==> config.mk <==
export PLATFORM = sky130hd
export DESIGN_NAME = region_attr_unit
export DESIGN_NICKNAME = d
export VERILOG_FILES = /design/src/rtl/rau_pkg.sv /design/src/rtl/rau_regfile.sv /design/src/rtl/rau_region_match.sv /design/src/rtl/rau_select.sv /design/src/rtl/region_attr_unit.sv
export SDC_FILE = /design/constraint.sdc
export NUM_CORES = 1
export LEC_CHECK = 0
export BUFFER_PORTS_ARGS = -buffer_cell sky130_fd_sc_hd__buf_2
export CAP_MARGIN = 20
export CORE_MARGIN = 8
export CORE_UTILIZATION = 44
export CTS_CLUSTER_SIZE = 10
export DETAILED_ROUTE_END_ITERATION = 16
export PLACE_DENSITY = 0.76
export SYNTH_ARGS = -nofsm -noshare
export SYNTH_HDL_FRONTEND = slang
export SYNTH_HIERARCHICAL = 1
export SYNTH_SLANG_ARGS = --single-unit
==> constraint.sdc <==
create_clock -name clk -period 2 [get_ports clk]
set_input_delay 0.4 -clock clk [delete_from_list [all_inputs] [get_ports clk]]
set_output_delay 0.4 -clock clk [all_outputs]
set_load 0.1 [all_outputs]
==> src/rtl/rau_pkg.sv <==
package rau_pkg;
  localparam int REG_W = 32;
  localparam logic [REG_W-1:0] KEEP_BITS = 32'hFFFF_E074;

  typedef struct packed {
    logic [7:0] base;
    logic [7:0] mask;
    logic       en;
    logic [1:0] smode;
    logic [1:0] cmode;
    logic       bwe;
    logic       wp;
  } region_t;

  function automatic region_t to_region(logic [REG_W-1:0] w);
    region_t r;
    r.base  = w[31:24];
    r.mask  = w[23:16];
    r.en    = w[15];
    r.smode = w[14:13];
    r.cmode = w[6:5];
    r.bwe   = w[4];
    r.wp    = w[2];
    return r;
  endfunction

  function automatic logic [REG_W-1:0] from_region(region_t r);
    logic [REG_W-1:0] w;
    w        = '0;
    w[31:24] = r.base;
    w[23:16] = r.mask;
    w[15]    = r.en;
    w[14:13] = r.smode;
    w[6:5]   = r.cmode;
    w[4]     = r.bwe;
    w[2]     = r.wp;
    return w;
  endfunction
endpackage

==> src/rtl/rau_regfile.sv <==
module rau_regfile
  import rau_pkg::*;
#(
  parameter int NREG = 2,
  parameter int CODE_W = 12,
  parameter logic [CODE_W-1:0] CODE_BASE = 12'h004
) (
  input  logic                   clk,
  input  logic                   rst,
  input  logic                   wr_en,
  input  logic [CODE_W-1:0]      wr_code,
  input  logic [REG_W-1:0]       wr_data,
  input  logic                   wr_super,
  input  logic                   dbg_en,
  input  logic [CODE_W-1:0]      dbg_code,
  output region_t [NREG-1:0]     regs_o,
  output logic                   priv_fault_o,
  output logic [REG_W-1:0]       dbg_rdata_o
);
  localparam int IDX_W = (NREG > 1) ? $clog2(NREG) : 1;
  localparam logic [CODE_W-1:0] NREG_C = CODE_W'(NREG);

  logic [CODE_W-1:0] wr_off, dbg_off;
  logic wr_hit, dbg_hit;
  region_t [NREG-1:0] regs_q;

  assign wr_off  = wr_code - CODE_BASE;
  assign dbg_off = dbg_code - CODE_BASE;
  assign wr_hit  = wr_en && (wr_off < NREG_C);
  assign dbg_hit = dbg_en && (dbg_off < NREG_C);

  always_ff @(posedge clk) begin
    if (rst) begin
      regs_q <= '0;
    end else if (wr_hit && wr_super) begin
      for (int i = 0; i < NREG; i++) begin
        if (wr_off == CODE_W'(i)) regs_q[i] <= to_region(wr_data);
      end
    end
  end

  always_ff @(posedge clk) begin
    if (rst) priv_fault_o <= 1'b0;
    else     priv_fault_o <= wr_hit && !wr_super;
  end

  always_ff @(posedge clk) begin
    if (rst || !dbg_hit) dbg_rdata_o <= '0;
    else                 dbg_rdata_o <= from_region(regs_q[dbg_off[IDX_W-1:0]]);
  end

  assign regs_o = regs_q;
endmodule

==> src/rtl/rau_region_match.sv <==
module rau_region_match
  import rau_pkg::*;
(
  input  region_t    cfg,
  input  logic [7:0] addr_hi,
  input  logic       req_super,
  output logic       hit
);
  logic addr_ok, mode_ok;

  assign addr_ok = (((addr_hi ^ cfg.base) & ~cfg.mask) == 8'h00);
  assign mode_ok = cfg.smode[1] || (cfg.smode[0] == req_super);
  assign hit     = cfg.en && addr_ok && mode_ok;
endmodule

==> src/rtl/rau_select.sv <==
module rau_select
  import rau_pkg::*;
#(
  parameter int NREG = 2
) (
  input  logic               clk,
  input  logic               rst,
  input  logic               req_valid,
  input  logic               req_write,
  input  logic               bypass,
  input  logic [NREG-1:0]    hits,
  input  region_t [NREG-1:0] regs,
  input  logic [1:0]         dflt_cmode,
  input  logic               dflt_bwe,
  output logic               rsp_valid,
  output logic               rsp_bypass,
  output logic [NREG-1:0]    rsp_region,
  output logic [1:0]         rsp_cmode,
  output logic               rsp_bwe,
  output logic               rsp_wp,
  output logic               rsp_fault,
  output logic               rsp_wr_fwd
);
  logic [NREG-1:0] sel;
  logic [1:0]      cmode;
  logic            bwe, wp, fault;

  always_comb begin
    sel   = '0;
    cmode = dflt_cmode;
    bwe   = dflt_bwe;
    wp    = 1'b0;
    if (bypass) begin
      cmode = 2'b00;
      bwe   = 1'b0;
    end else begin
      for (int i = NREG - 1; i >= 0; i--) begin
        if (hits[i]) begin
          sel    = '0;
          sel[i] = 1'b1;
          cmode  = regs[i].cmode;
          bwe    = regs[i].bwe;
          wp     = regs[i].wp;
        end
      end
    end
  end

  assign fault = req_write && wp;

  always_ff @(posedge clk) begin
    if (rst || !req_valid) begin
      rsp_valid  <= 1'b0;
      rsp_bypass <= 1'b0;
      rsp_region <= '0;
      rsp_cmode  <= 2'b00;
      rsp_bwe    <= 1'b0;
      rsp_wp     <= 1'b0;
      rsp_fault  <= 1'b0;
      rsp_wr_fwd <= 1'b0;
    end else begin
      rsp_valid  <= 1'b1;
      rsp_bypass <= bypass;
      rsp_region <= sel;
      rsp_cmode  <= cmode;
      rsp_bwe    <= bwe;
      rsp_wp     <= wp;
      rsp_fault  <= fault;
      rsp_wr_fwd <= req_write && !fault;
    end
  end
endmodule

==> src/rtl/region_attr_unit.sv <==
module region_attr_unit
  import rau_pkg::*;
#(
  parameter int ADDR_W = 32,
  parameter int NREG = 2,
  parameter int CODE_W = 12,
  parameter logic [CODE_W-1:0] CODE_BASE = 12'h004,
  parameter logic [ADDR_W-1:0] FLASH_BASE = 32'hF000_0000,
  parameter int FLASH_AW = 19,
  parameter logic [ADDR_W-1:0] SRAM_BASE = 32'h2000_0000,
  parameter int SRAM_AW = 16
) (
  input  logic              clk,
  input  logic              rst,
  input  logic              cr_wr_en,
  input  logic [CODE_W-1:0] cr_code,
  input  logic [REG_W-1:0]  cr_wdata,
  input  logic              cr_super,
  input  logic              dbg_rd_en,
  input  logic [CODE_W-1:0] dbg_code,
  output logic [REG_W-1:0]  dbg_rdata,
  input  logic              req_valid,
  input  logic [ADDR_W-1:0] req_addr,
  input  logic              req_write,
  input  logic              req_super,
  input  logic [1:0]        dflt_cmode,
  input  logic              dflt_bwe,
  output logic              rsp_valid,
  output logic              rsp_bypass,
  output logic [NREG-1:0]   rsp_region,
  output logic [1:0]        rsp_cmode,
  output logic              rsp_bwe,
  output logic              rsp_wp,
  output logic              rsp_fault,
  output logic              rsp_wr_fwd,
  output logic              priv_fault
);
  localparam logic [ADDR_W-1:0] FLASH_MASK = ~((ADDR_W'(1) << FLASH_AW) - ADDR_W'(1));
  localparam logic [ADDR_W-1:0] SRAM_MASK  = ~((ADDR_W'(1) << SRAM_AW) - ADDR_W'(1));

  region_t [NREG-1:0] regs;
  logic [NREG-1:0]    hits;
  logic               in_flash, in_sram, bypass;

  rau_regfile #(.NREG(NREG), .CODE_W(CODE_W), .CODE_BASE(CODE_BASE)) u_regs (
    .clk(clk), .rst(rst),
    .wr_en(cr_wr_en), .wr_code(cr_code), .wr_data(cr_wdata), .wr_super(cr_super),
    .dbg_en(dbg_rd_en), .dbg_code(dbg_code),
    .regs_o(regs), .priv_fault_o(priv_fault), .dbg_rdata_o(dbg_rdata)
  );

  assign in_flash = (((req_addr ^ FLASH_BASE) & FLASH_MASK) == '0);
  assign in_sram  = (((req_addr ^ SRAM_BASE) & SRAM_MASK) == '0);
  assign bypass   = in_flash || in_sram;

  for (genvar g = 0; g < NREG; g++) begin : g_match
    rau_region_match u_match (
      .cfg(regs[g]),
      .addr_hi(req_addr[ADDR_W-1 -: 8]),
      .req_super(req_super),
      .hit(hits[g])
    );
  end

  rau_select #(.NREG(NREG)) u_sel (
    .clk(clk), .rst(rst),
    .req_valid(req_valid), .req_write(req_write),
    .bypass(bypass), .hits(hits), .regs(regs),
    .dflt_cmode(dflt_cmode), .dflt_bwe(dflt_bwe),
    .rsp_valid(rsp_valid), .rsp_bypass(rsp_bypass), .rsp_region(rsp_region),
    .rsp_cmode(rsp_cmode), .rsp_bwe(rsp_bwe), .rsp_wp(rsp_wp),
    .rsp_fault(rsp_fault), .rsp_wr_fwd(rsp_wr_fwd)
  );
endmodule

[After elaboration in Yosys (flattened, before gate mapping)]
Cells that the tools add are included.
Word-level totals
  flip-flop bits (word level): 89
  input bits: 99
  output and inout bits: 43
  word-level logic and storage cells: 82
Operators by class
  equal/unequal tests: 3
  bitwise logic cells: 8
  $add $sub $neg: 2
  order comparisons: 3
  muxes and demuxes: 12
  reductions and logical operators: 28
Operators with widths (number)
  $logic_not A32 Y1: 2
  $mux W23: 2
  $lt A12 B2 Y1 const B: 2
  $sub A12 B3 Y12 const B: 2
  $and A8 B8 Y8: 2
  $logic_not A8 Y1: 2
  $not A8 Y8: 2
  $xor A8 B8 Y8: 2
  $eq A12 B1 Y1 const B: 1
  $logic_not A12 Y1: 1
  $logic_and A1 B1 Y1: 10
  $mux W1: 7
  $mux W2: 3
  $logic_or A1 B1 Y1: 5
  $logic_not A1 Y1: 4
  $not A4 Y4: 1
  $reduce_and A2 Y1: 2
  $reduce_or A3 Y1: 1
  $eq A1 B1 Y1: 2
  $lt A1 B2 Y1 const B: 1
  $reduce_or A2 Y1: 1
  $not A1 Y1: 1

[Depth between registers and ports, before layout]
Gate-level depths: netlist of run 1.
  word-level depth: 11
  mapped depth: 7

[Hierarchy]
Netlist of run 1, hierarchy kept.
Modules (own cells, without submodules)
  rau_regfile: cells an instance 272, area each 2912.8 um^2, seq. area each 1401.3 um^2, times used 1
  rau_select: cells an instance 32, area each 370.4 um^2, seq. area each 200.2 um^2, times used 1
  rau_region_match: cells an instance 16, area each 125.1 um^2, seq. area each 0.0 um^2, times used 2
  region_attr_unit: cells an instance 8, area each 52.6 um^2, seq. area each 0.0 um^2, times used 1

[Worst setup path after synthesis of run 1]
OpenSTA, ideal clock, no wires.
  path type: input to register
  start: input cr_code[10]
  end: register u_regs.regs_q, in the netlist u_regs/regs_o[25]
  setup slack: 0.024 ns
  library setup time: 0.118 ns
  cell stages on the path: 5
  arrival: 1.858 ns
  path through: or4_4 -> or4_4 -> buf_6 -> buf_12 -> mux2i_1
Between the ends
  word-level cells in the longest chain between the ends: 5
  elaborated cells on any way between the ends: 6
  those cells by class: add/sub (1); order compare (1); eq/ne (1); reduce/logical (3)
RTL lines
  start: declaration: RTL line region_attr_unit.sv:16  | input logic [CODE_W-1:0] cr_code,
  $sub A12 B3 Y12 *: RTL line rau_regfile.sv:27  | assign wr_off = wr_code - CODE_BASE;
  $lt A12 B2 Y1: RTL line rau_regfile.sv:29  | assign wr_hit = wr_en && (wr_off < NREG_C);
  $logic_and A1 B1 Y1: RTL line rau_regfile.sv:29
  $logic_and A1 B1 Y1: RTL line rau_regfile.sv:35  | end else if (wr_hit && wr_super) begin
  $reduce_and A2 Y1 (no line) *
  end signal: indexed assignment: RTL line rau_regfile.sv:37  | if (wr_off == CODE_W'(i)) regs_q[i] <= to_region(wr_data);
  end: declaration: RTL line rau_regfile.sv:25  | region_t [NREG-1:0] regs_q;
Every way passes the cells marked *; elsewhere a longest branch is shown, timed or not.
A chain may end at the register's enable or synchronous reset.

[Final worst setup path of run 1]
  start: register u_regs.regs_q, in the netlist u_regs/regs_o[19]
  end: register u_sel.rsp_wr_fwd
Between the ends
  word-level cells in the longest chain between the ends: 10
RTL lines
  $xor A8 B8 Y8: RTL line rau_region_match.sv:11  | assign addr_ok = (((addr_hi ^ cfg.base) & ~cfg.mask) == 8'h00);
  $and A8 B8 Y8: RTL line rau_region_match.sv:11
  $logic_not A8 Y1: RTL line rau_region_match.sv:11
  $logic_and A1 B1 Y1 (2 in a row): RTL line rau_region_match.sv:13  | assign hit = cfg.en && addr_ok && mode_ok;
  via hits[0]: RTL line region_attr_unit.sv:42  | logic [NREG-1:0] hits;
  $mux W1: RTL line rau_select.sv:38  | if (hits[i]) begin
  $mux W1: RTL line rau_select.sv:33  | if (bypass) begin
  $logic_and A1 B1 Y1: RTL line rau_select.sv:49  | assign fault = req_write && wp;
  $logic_not A1 Y1: RTL line rau_select.sv:69  | rsp_wr_fwd <= req_write && !fault;
  $logic_and A1 B1 Y1: RTL line rau_select.sv:69
  end signal: assignment: RTL line rau_select.sv:69
  end: declaration: RTL line rau_select.sv:22  | output logic rsp_wr_fwd
The timed path passes the listed nets, and every way through them passes these cells.

==> results of run 1 <==
==> worst register-to-register path, stage by stage (launching register included) <==
cell and delay (ns):
dfxtp_2 0.34, xnor2_1 0.18, o21ai_0 0.11, or3_4 0.40, nor3_4 0.28, and4bb_2 0.26, a311oi_1 0.27
==> layout by cell type (no fill, tap or decap), types with 3 or more instances in the layout <==
| cell type | instances |
|---|---|
| buf_12 | 3 |
| buf_2 | 107 |
| buf_4 | 11 |
| clkbuf_8 | 12 |
| conb_1 | 9 |
| dfxtp_1 | 77 |
| dfxtp_2 | 3 |
| inv_1 | 3 |
| mux2i_1 | 72 |
| nand2b_1 | 70 |
| nor2_1 | 29 |
| nor4_1 | 3 |
| o22ai_1 | 8 |
| o2bb2ai_1 | 3 |
| or4_4 | 3 |
| xnor2_1 | 17 |
==> kinds of logic after synthesis <==
group | synth area share [%]
mux | 20.1
simple gates | 21.9
xor+xnor | 4.40
flops | 44.7
buf+inv | 5.51
other cells | 0.105
compound gates | 3.35
==> power by group through the flow <==
stage	registers, mW	clock network, mW	logic, mW
global route	1.60	1.49	0.356
floorplan	1.67	0	0.194
global placement	1.63	0	0.327
finish	1.60	1.39	0.334
CTS	1.60	1.42	0.333
detailed placement	1.63	0	0.331
==> metrics by stage <==
step | setup WS, ns | instance area, um2
2_1_floorplan | 0.0241 | 3620
3_3_place_gp | -0.190 | 4240
3_5_place_dp | -0.240 | 4240
4_1_cts | 0.0159 | 4490
5_1_grt | -0.0400 | 4500
6_report | 0.0663 | 4500
==> flip-flops by register name, indices dropped and copies added, names as in the netlist, 2 cells and up <==
name                flops
u_sel/rsp_region        2
u_sel/rsp_cmode         2
u_regs/dbg_rdata_o     23
u_regs/regs_o          46
==> final cells by class <==
class,instances,area share [%]
sequential,80,35.6
timing repair buffer,121,15.1
inverter,3,0.250
multi-input combinational,242,40.8
tap,105,2.92
clock inverter,4,1.67
clock buffer,12,3.67
==> repair_timing <==
item | CTS | global route
pin swaps | 1 | 4
endpoints found under the setup margin | 2 | 2
gates resized for setup | 1 | 6
==> path summary, 6_finish.rpt <==
| kind | slack (ns) | depth (start not counted) | end | startpoint |
|---|---|---|---|---|
| setup / recovery | 0.07 | 6 | u_sel/rsp_wr_fwd | u_regs/regs_o[19] |
| hold reg to reg | 0.49 | 1 | u_sel/rsp_cmode[1] | u_regs/regs_o[3] |
| setup reg to reg | 0.07 | 6 | u_sel/rsp_wr_fwd | u_regs/regs_o[19] |
| hold / removal | 0.32 | 3 | u_regs/priv_fault_o | cr_super |
==> routing by layer <==
metal  routed length, um  up-vias  share of wire, %  GRT usage, %
met5                   0        -                 0             0
met4                 111        0               1.2          6.03
met3                 559        9               6.3          4.78
met2                4440       79                50          27.9
met1                3810     1245                43          17.3
li1                    -     1377                 -             -
==> out/results.txt, run 1 <==
Post-Syn Instances: 344
Switching part of the total: 23.9%
Hold_buf cts: 0
Period Utilization, post-route: 96.7%
Highest-delay cell along the critical path: or3_4
Most common cell in the netlist: dfxtp_1
Cell taking the most area after synthesis: dfxtp_1
Fillers: 751
Pwr/cell area: 738 nW/um2
Hold_ws: 0.319 ns
Dpl cells: 551
Vias in the first global route: 2977
Die Ht: 106 um
Tot Pwr: 3.32 mW
Clock skew: 0.00471 ns
Final hold viol count: 0
Sequential power share: 48.0%
Worst Path Buf+Inv: 0
DRT antenna net count: 0
Setup crit start kind: flop
I/O pin total: 142
Area Growth Syn to Fin: 25.6%
Starting density of the core: 44.5%
Initial antenna violation count: 0
Sequential area share after synthesis: 44.7%
Final min period: 1.93 ns
Ant. Diodes: 0
Final Setup Violations: 0
Critical Path RT: 2.25 ns
Outcome: complete, no violations
Total Routed Length: 8930 um
FF+latch area: 1610 um2
CP max stage delay: 0.40 ns
Synth top area share: 44.7%
Mapped Avg Cell Area: 10.4 um2
Initial DRC count: 66
Post-synth top cells: dfxtp_1, mux2i_1, nand2b_1
Grt total ovfl: 0
Final cell utilization of the core: 55.9%
Unique cell type count in the Yosys netlist: 34
Ys Warns: 6
Layout cell share with drive strength beyond 1: 32.9%
Die X: 106 um
Slew Viols, Final: 0
Clk Tree Root Cell: clkbuf_8
H-tree depth: 3
Post-CTS Setup Bufs: 0
Fmax: 517 MHz
Pre-antenna DRT Iters: 6
Crit path cell chain: xnor2_1, o21ai_0, or3_4, nor3_4, and4bb_2, a311oi_1
Worst Setup End Kind: flop
MaxCap Viol Count: 0
Post-synthesis cell area: 3590 um2
Ranking of synthesized cells by area: dfxtp_1, mux2i_1, nand2b_1, xnor2_1, nor2_1
Worst Path Arrival: 2.18 ns
Routability cong.: 0.766
Hold crit path type: primary input to flop
Number of synthesized flops with an enable pin: 0
Clock Latency Late Sink: 0.35 ns
Total global-route track usage: 15.7%
# port buffers: 107
# DRC: 0
CTS buffer count: 9
P_leak: 1.98 nW
Cell family with most CP delay: simple AND/OR/NAND/NOR gates
Clock share of power: 41.9%
Global-route wire length before repair: 14200 um
Largest net degree at the start of global routing: 58
Multi-input logic area: 1840 um2
Gate power share: 10.0%
Nets: 556
Post-synth ARST share: 0%
P_sw: 0.794 mW
Vias: 2710
Peak VDD IR: 0.314 mV
Predominant post-synthesis flop cell: dfxtp_1
Clk slew on worst S/H paths: 0.08 ns
Die area: 11300 um2
Sink Count: 80
TritonCTS clock tree: done
Max FO, Critical Path: 6
Core area: 8050 um2
Clk buf depth: 2
HPWL after DPL: 6540 um
Setup TNS: 0 ns
# rows: 33
Via/cell ratio: 4.78
Non-filler cells, final: 567
CP Class: flop to flop
P_int: 2.53 mW
Avg WL per Cell: 15.7 um
#FFs+latches synth: 80
No activity file was read; power rests on OpenSTA's default activity.
==> run 2, diff against run 1 <==
--- a/config.mk
+++ b/config.mk
@@ -7,2 +7,3 @@
 export LEC_CHECK = 0
+export ABC_CLOCK_PERIOD_IN_PS = 2000
 export BUFFER_PORTS_ARGS = -buffer_cell sky130_fd_sc_hd__buf_2
==> constraint.sdc (replaced) <==
create_clock -name clk -period 2 [get_ports clk]
set_input_delay 0.2 -clock clk [delete_from_list [all_inputs] [get_ports clk]]
set_output_delay 0.2 -clock clk [all_outputs]
set_load 0.1 [all_outputs]
==> out/results.txt, run 2 (same netlist as run 1, synthesis figures left out) <==
Outcome: complete, no violations (unchanged)
Starting density of the core: 44.5% (unchanged)
Fmax: 526 MHz (was 517 MHz)
Avg WL per Cell: 15.7 um (about the same)
Die X: 106 um (unchanged)
Routability cong.: 0.762 (was 0.766)
Total global-route track usage: 15.4% (was 15.7%)
CTS buffer count: 9 (unchanged)
TritonCTS clock tree: done (unchanged)
Highest-delay cell along the critical path: or3_4 (unchanged)
Multi-input logic area: 1860 um2 (was 1840 um2)
# DRC: 0 (unchanged)
Ant. Diodes: 0 (unchanged)
Layout cell share with drive strength beyond 1: 33.1% (was 32.9%)
Total Routed Length: 8880 um (was 8930 um)
Pre-antenna DRT Iters: 4 (was 6)
Final Setup Violations: 0 (unchanged)
Clk Tree Root Cell: clkbuf_8 (unchanged)
CP Launch Point: u_regs/regs_o[19] (unchanged)
Most frequent cells in the layout: buf_2, dfxtp_1, mux2i_1, nand2b_1, nor2_1 (unchanged)
Commonest non-fill, non-tap cell in the layout: buf_2 (unchanged)
I/O pin total: 142 (unchanged)
Fillers: 706 (was 751)
Final min period: 1.90 ns (was 1.93 ns)
Max reg flops: 46 (unchanged)
Core area: 8050 um2 (unchanged)
Reg-to-reg setup timing slack: 0.1 ns (was 0.07 ns)
Worst slew pin tran: 0.513 ns
Worst Setup EP: u_sel/rsp_wr_fwd (unchanged)
Slew Viols, Final: 0 (unchanged)
Worst Setup End Kind: flop (unchanged)
Global-route wire length before repair: 14000 um (was 14200 um)
CP Class: flop to flop (unchanged)
Relative slew slack: 65.6%
P_leak: 2.00 nW (was 1.98 nW)
Vias in the first global route: 2934 (was 2977)
Vias: 2756 (was 2710)
Grt total ovfl: 0 (unchanged)
Final cell utilization of the core: 56.2% (was 55.9%)
Post-CTS Setup Bufs: 0 (unchanged)
Via/cell ratio: 4.89 (was 4.78)
Worst Path Arrival: 2.16 ns (was 2.18 ns)
Clk slew on worst S/H paths: 0.09 ns (was 0.08 ns)
H-tree depth: 3 (unchanged)
Post-Route M1 WL: 3850 um (was 3810 um)
DRT antenna net count: 0 (unchanged)
Hold crit path type: primary input to flop (unchanged)
Initial DRC count: 117 (was 66)
# rows: 33 (unchanged)
DR WL met3: 491 um (was 559 um)
Top sig layer: met4 (unchanged)
Setup ws final: 0.0972 ns (was 0.0663 ns)
Clk buf depth: 2 (unchanged)
Routed met2 length: 4410 um (was 4440 um)
CP max stage delay: 0.41 ns (was 0.40 ns)
Setup WS pre-CTS: -0.169 ns (was -0.240 ns)
Max FO, Critical Path: 6 (unchanged)
Final hold viol count: 0 (unchanged)
Pwr/cell area: 769 nW/um2 (was 738 nW/um2)
R2R cell count: 6 (unchanged)
Area Growth Syn to Fin: 26.3% (was 25.6%)
Critical Path RT: 2.26 ns (was 2.25 ns)
Die Ht: 106 um (unchanged)
Reg2reg end: u_sel/rsp_wr_fwd (unchanged)
FF+latch area: 1610 um2 (unchanged)
Setup crit start kind: flop (unchanged)
Clock skew: 0.0105 ns (was 0.00471 ns)
MaxCap Viol Count: 0 (unchanged)
# port buffers: 107 (unchanged)
Largest net degree at the start of global routing: 59 (was 58)
HPWL after DPL: 6370 um (was 6540 um)
Clock Latency Late Sink: 0.35 ns (about the same)
Period Utilization, post-route: 95.1% (was 96.7%)
Initial antenna violation count: 0 (unchanged)
RSZ-0062 raised after global routing: false
Peak VDD IR: 0.467 mV (was 0.314 mV)
Crit path cell chain: xnor2_2, o21ai_0, or3_4, nor3_4, and4bb_2, a311oi_1 (was xnor2_1, o21ai_0, or3_4, nor3_4, and4bb_2, a311oi_1)
Nets: 553 (was 556)
RR Startpoint: u_regs/regs_o[19] (unchanged)
Sink Count: 80 (unchanged)
Die area: 11300 um2 (unchanged)
[run 2: changes by cell type in the layout (fill, tap and decap cells not counted), moves of 2 or more]
| cell | before | now |
|---|---|---|
| bufinv_16 | 2 | 4 |
| buf_4 | 11 | 8 |
| clkinvlp_4 | 2 | 0 |
| clkbuf_8 | 12 | 9 |
[run 2: layout make-up]
class	count	area share [%]
timing repair buffer	118	14.5
sequential	80	35.5
clock buffer	9	2.74
multi-input combinational	242	41.0
tap	105	2.90
inverter	3	0.249
clock inverter	7	3.15
[run 2: critical path: cells and delay by family (launching register included)]
| family | cells | cell delay, ns |
|---|---|---|
| compound gates | 2 | 0.35 |
| xor+xnor | 1 | 0.13 |
| flops | 1 | 0.34 |
| simple gates | 3 | 0.99 |
[run 2: worst min path at each step]
stage               slack [ns]        startpoint  depth (start not counted)            endpoint
finish                    0.13         req_write                          3    u_sel/rsp_wr_fwd
global route              0.13         req_write                          3    u_sel/rsp_wr_fwd
CTS                       0.12         req_write                          3    u_sel/rsp_wr_fwd
detailed placement        0.48  u_regs/regs_o[9]                          2    u_regs/regs_o[9]
global placement          0.47  u_regs/regs_o[3]                          1  u_sel/rsp_cmode[1]
floorplan                 0.27               rst                          1     u_sel/rsp_valid
[run 2: per-layer routing]
metal | GRT usage, % | vias to the layer above
met5 | 0 | -
met4 | 6.63 | 0
met3 | 3.57 | 9
met2 | 26.8 | 75
met1 | 17.7 | 1303
li1 | - | 1369
[run 2: stage by stage]
step,hold WS [ns],setup TNS (ns),cells,cell area [um2],power [mW]
2_1_floorplan,0.267,0,352,3620,1.86
3_3_place_gp,0.471,0,548,4220,1.96
3_5_place_dp,0.482,-0.195,548,4220,1.96
4_1_cts,0.120,0,564,4500,3.52
5_1_grt,0.133,0,564,4530,3.60
6_report,0.134,0,564,4530,3.48
[run 2: where the power goes]
group / switching [mW] / internal (mW)
Combinational: 0.207 / 0.123
Clock: 0.598 / 0.960
Sequential: 0.00104 / 1.60
[run 2: repair_timing]
item | CTS | global route
pin swaps | 1 | 2
resized for setup | 3 | 8
endpoints found under the setup margin | 2 | 1
hold buffers | 0 | 0
==> run 3, diff against run 2 <==
REMOVE_ABC_BUFFERS = 1   (was unset)
==> out/results.txt, run 3 (same netlist as run 1, synthesis figures left out) <==
Outcome: complete, no violations (unchanged)
# DRC: 0 (unchanged)
# rows: 33 (unchanged)
Relative slew slack: 63.9% (was 65.6%)
Die area: 11300 um2 (unchanged)
Clk buf depth: 2 (unchanged)
Pwr/cell area: 676 nW/um2 (was 769 nW/um2)
Total global-route track usage: 15.5% (was 15.4%)
Final min period: 1.87 ns (was 1.90 ns)
Commonest non-fill, non-tap cell in the layout: buf_2 (unchanged)
CP Launch Point: u_regs/regs_o[42] (was u_regs/regs_o[19])
Tot Pwr: 2.98 mW (was 3.48 mW)
Worst Path Arrival: 2.12 ns (was 2.16 ns)
Area post-placement: 4200 um2 (was 4220 um2)
Clk slew on worst S/H paths: 0.08 ns (was 0.09 ns)
H-tree depth: 3 (unchanged)
MaxCap Viol Count: 0 (unchanged)
P_leak: 1.93 nW (was 2.00 nW)
Starting density of the core: 44.5% (unchanged)
CP Class: flop to flop (unchanged)
Critical hold path startpoint: cr_super (was req_write)
Total Routed Length: 8570 um (was 8880 um)
Worst slew pin tran: 0.542 ns (was 0.513 ns)
Clock skew: 0.00986 ns (was 0.0105 ns)
RR Startpoint: u_regs/regs_o[42] (was u_regs/regs_o[19])
Pre-antenna DRT Iters: 4 (unchanged)
DRT antenna net count: 0 (unchanged)
Slew Viols, Final: 0 (unchanged)
Setup crit start kind: flop (unchanged)
Fmax: 534 MHz (was 526 MHz)
Vias: 2724 (was 2756)
TritonCTS clock tree: done (unchanged)
RSZ-0062 raised after global routing: false (unchanged)
Routability cong.: 0.771 (was 0.762)
# port buffers: 107 (unchanged)
Post-route cell area: 4410 um2 (was 4530 um2)
Worst Setup End Kind: flop (unchanged)
Hold_buf cts: 0 (unchanged)
Final Setup Violations: 0 (unchanged)
Area Growth Syn to Fin: 22.9% (was 26.3%)
Dpl cells: 546 (was 548)
Critical Path RT: 2.25 ns (was 2.26 ns)
Setup TNS: 0 ns (unchanged)
Initial antenna violation count: 0 (unchanged)
Hold crit path type: primary input to flop (unchanged)
HPWL after DPL: 6240 um (was 6370 um)
Avg WL per Cell: 15.3 um (was 15.7 um)
Nets: 551 (was 553)
Non-filler cells, final: 561 (was 564)
Most frequent cells in the layout: buf_2, dfxtp_1, mux2i_1, nand2b_1, nor2_1 (unchanged)
Final hold viol count: 0 (unchanged)
Via/cell ratio: 4.86 (was 4.89)
Post-CTS Setup Bufs: 0 (unchanged)
I/O pin total: 142 (unchanged)
Clock Latency Late Sink: 0.36 ns (was 0.35 ns)
Grt total ovfl: 0 (unchanged)
Max FO, Critical Path: 3 (was 6)
Layout cell share with drive strength beyond 1: 31.4% (was 33.1%)
Setup WS pre-CTS: 0.0244 ns (was -0.169 ns)
Clk Tree Root Cell: clkbuf_8 (unchanged)
Ant. Diodes: 0 (unchanged)
Max reg flops: 46 (unchanged)
Peak VDD IR: 0.287 mV (was 0.467 mV)
Reg-to-reg setup timing slack: 0.13 ns (was 0.1 ns)
Initial DRC count: 103 (was 117)
Global-route wire length before repair: 14000 um (about the same)
Largest net degree at the start of global routing: 35 (was 59)
Sink Count: 80 (unchanged)
Final cell utilization of the core: 54.7% (was 56.2%)
Die X: 106 um (unchanged)
Vias in the first global route: 2995 (was 2934)
Hold_ws: 0.113 ns (was 0.134 ns)
Core area: 8050 um2 (unchanged)
CTS buffer count: 9 (unchanged)
Period Utilization, post-route: 93.6% (was 95.1%)
Setup ws final: 0.127 ns (was 0.0972 ns)
Die Ht: 106 um (unchanged)
## run 3: cell types whose count changed in the layout (fill, tap and decap cells not counted), moves of 2 or more
cell,previous run,this run
buf_4,8,6
bufinv_16,4,0
clkbuf_8,9,11
dfxtp_1,77,80
dfxtp_2,3,0
xnor2_1,16,18
xnor2_2,2,0
## run 3: final timing paths
check,end,depth (start not counted)
worst max-delay path,u_sel/rsp_wp,6
worst max register to register,u_sel/rsp_wp,6
worst min register to register,u_sel/rsp_cmode[0],1
worst min-delay path,u_regs/priv_fault_o,3
## run 3: layer usage
layer / GRT usage [%] / vias to the layer above / wire length [um]
li1: - / 1364 / -
met2: 26.4 / 75 / 4200
met4: 4.22 / 0 / 65
met1: 17.5 / 1278 / 3780
met3: 6.11 / 7 / 529
met5: 0 / - / 0
## run 3: report_power, final
| group | switching [mW] | internal [mW] |
|---|---|---|
| Sequential | 0.000790 | 1.60 |
| Combinational | 0.205 | 0.122 |
| Clock | 0.550 | 0.508 |
## run 3: critical path, cell delays in order, from the launching register on
cell       delay [ns]
dfxtp_1          0.38
xnor2_1          0.13
o21ai_0          0.11
or3_1            0.43
nor3_2           0.16
nand3b_1         0.19
a2111oi_4        0.37
## run 3: repair_timing
item / 4_1_cts / 5_1_grt
gates resized for setup: 1 / 6
pin swaps: 0 / 2
setup endpoints to repair: 1 / 5
## run 3: final cells by class
class                           count  area, um2
Clock buffer                       12        155
Fill cell                         790       3640
Clock inverter                      3       17.5
Timing Repair Buffer              116        641
Sequential cell                    80       1600
Inverter                            3       11.3
Multi-Input combinational cell    242       1850
Tap cell                          105        131
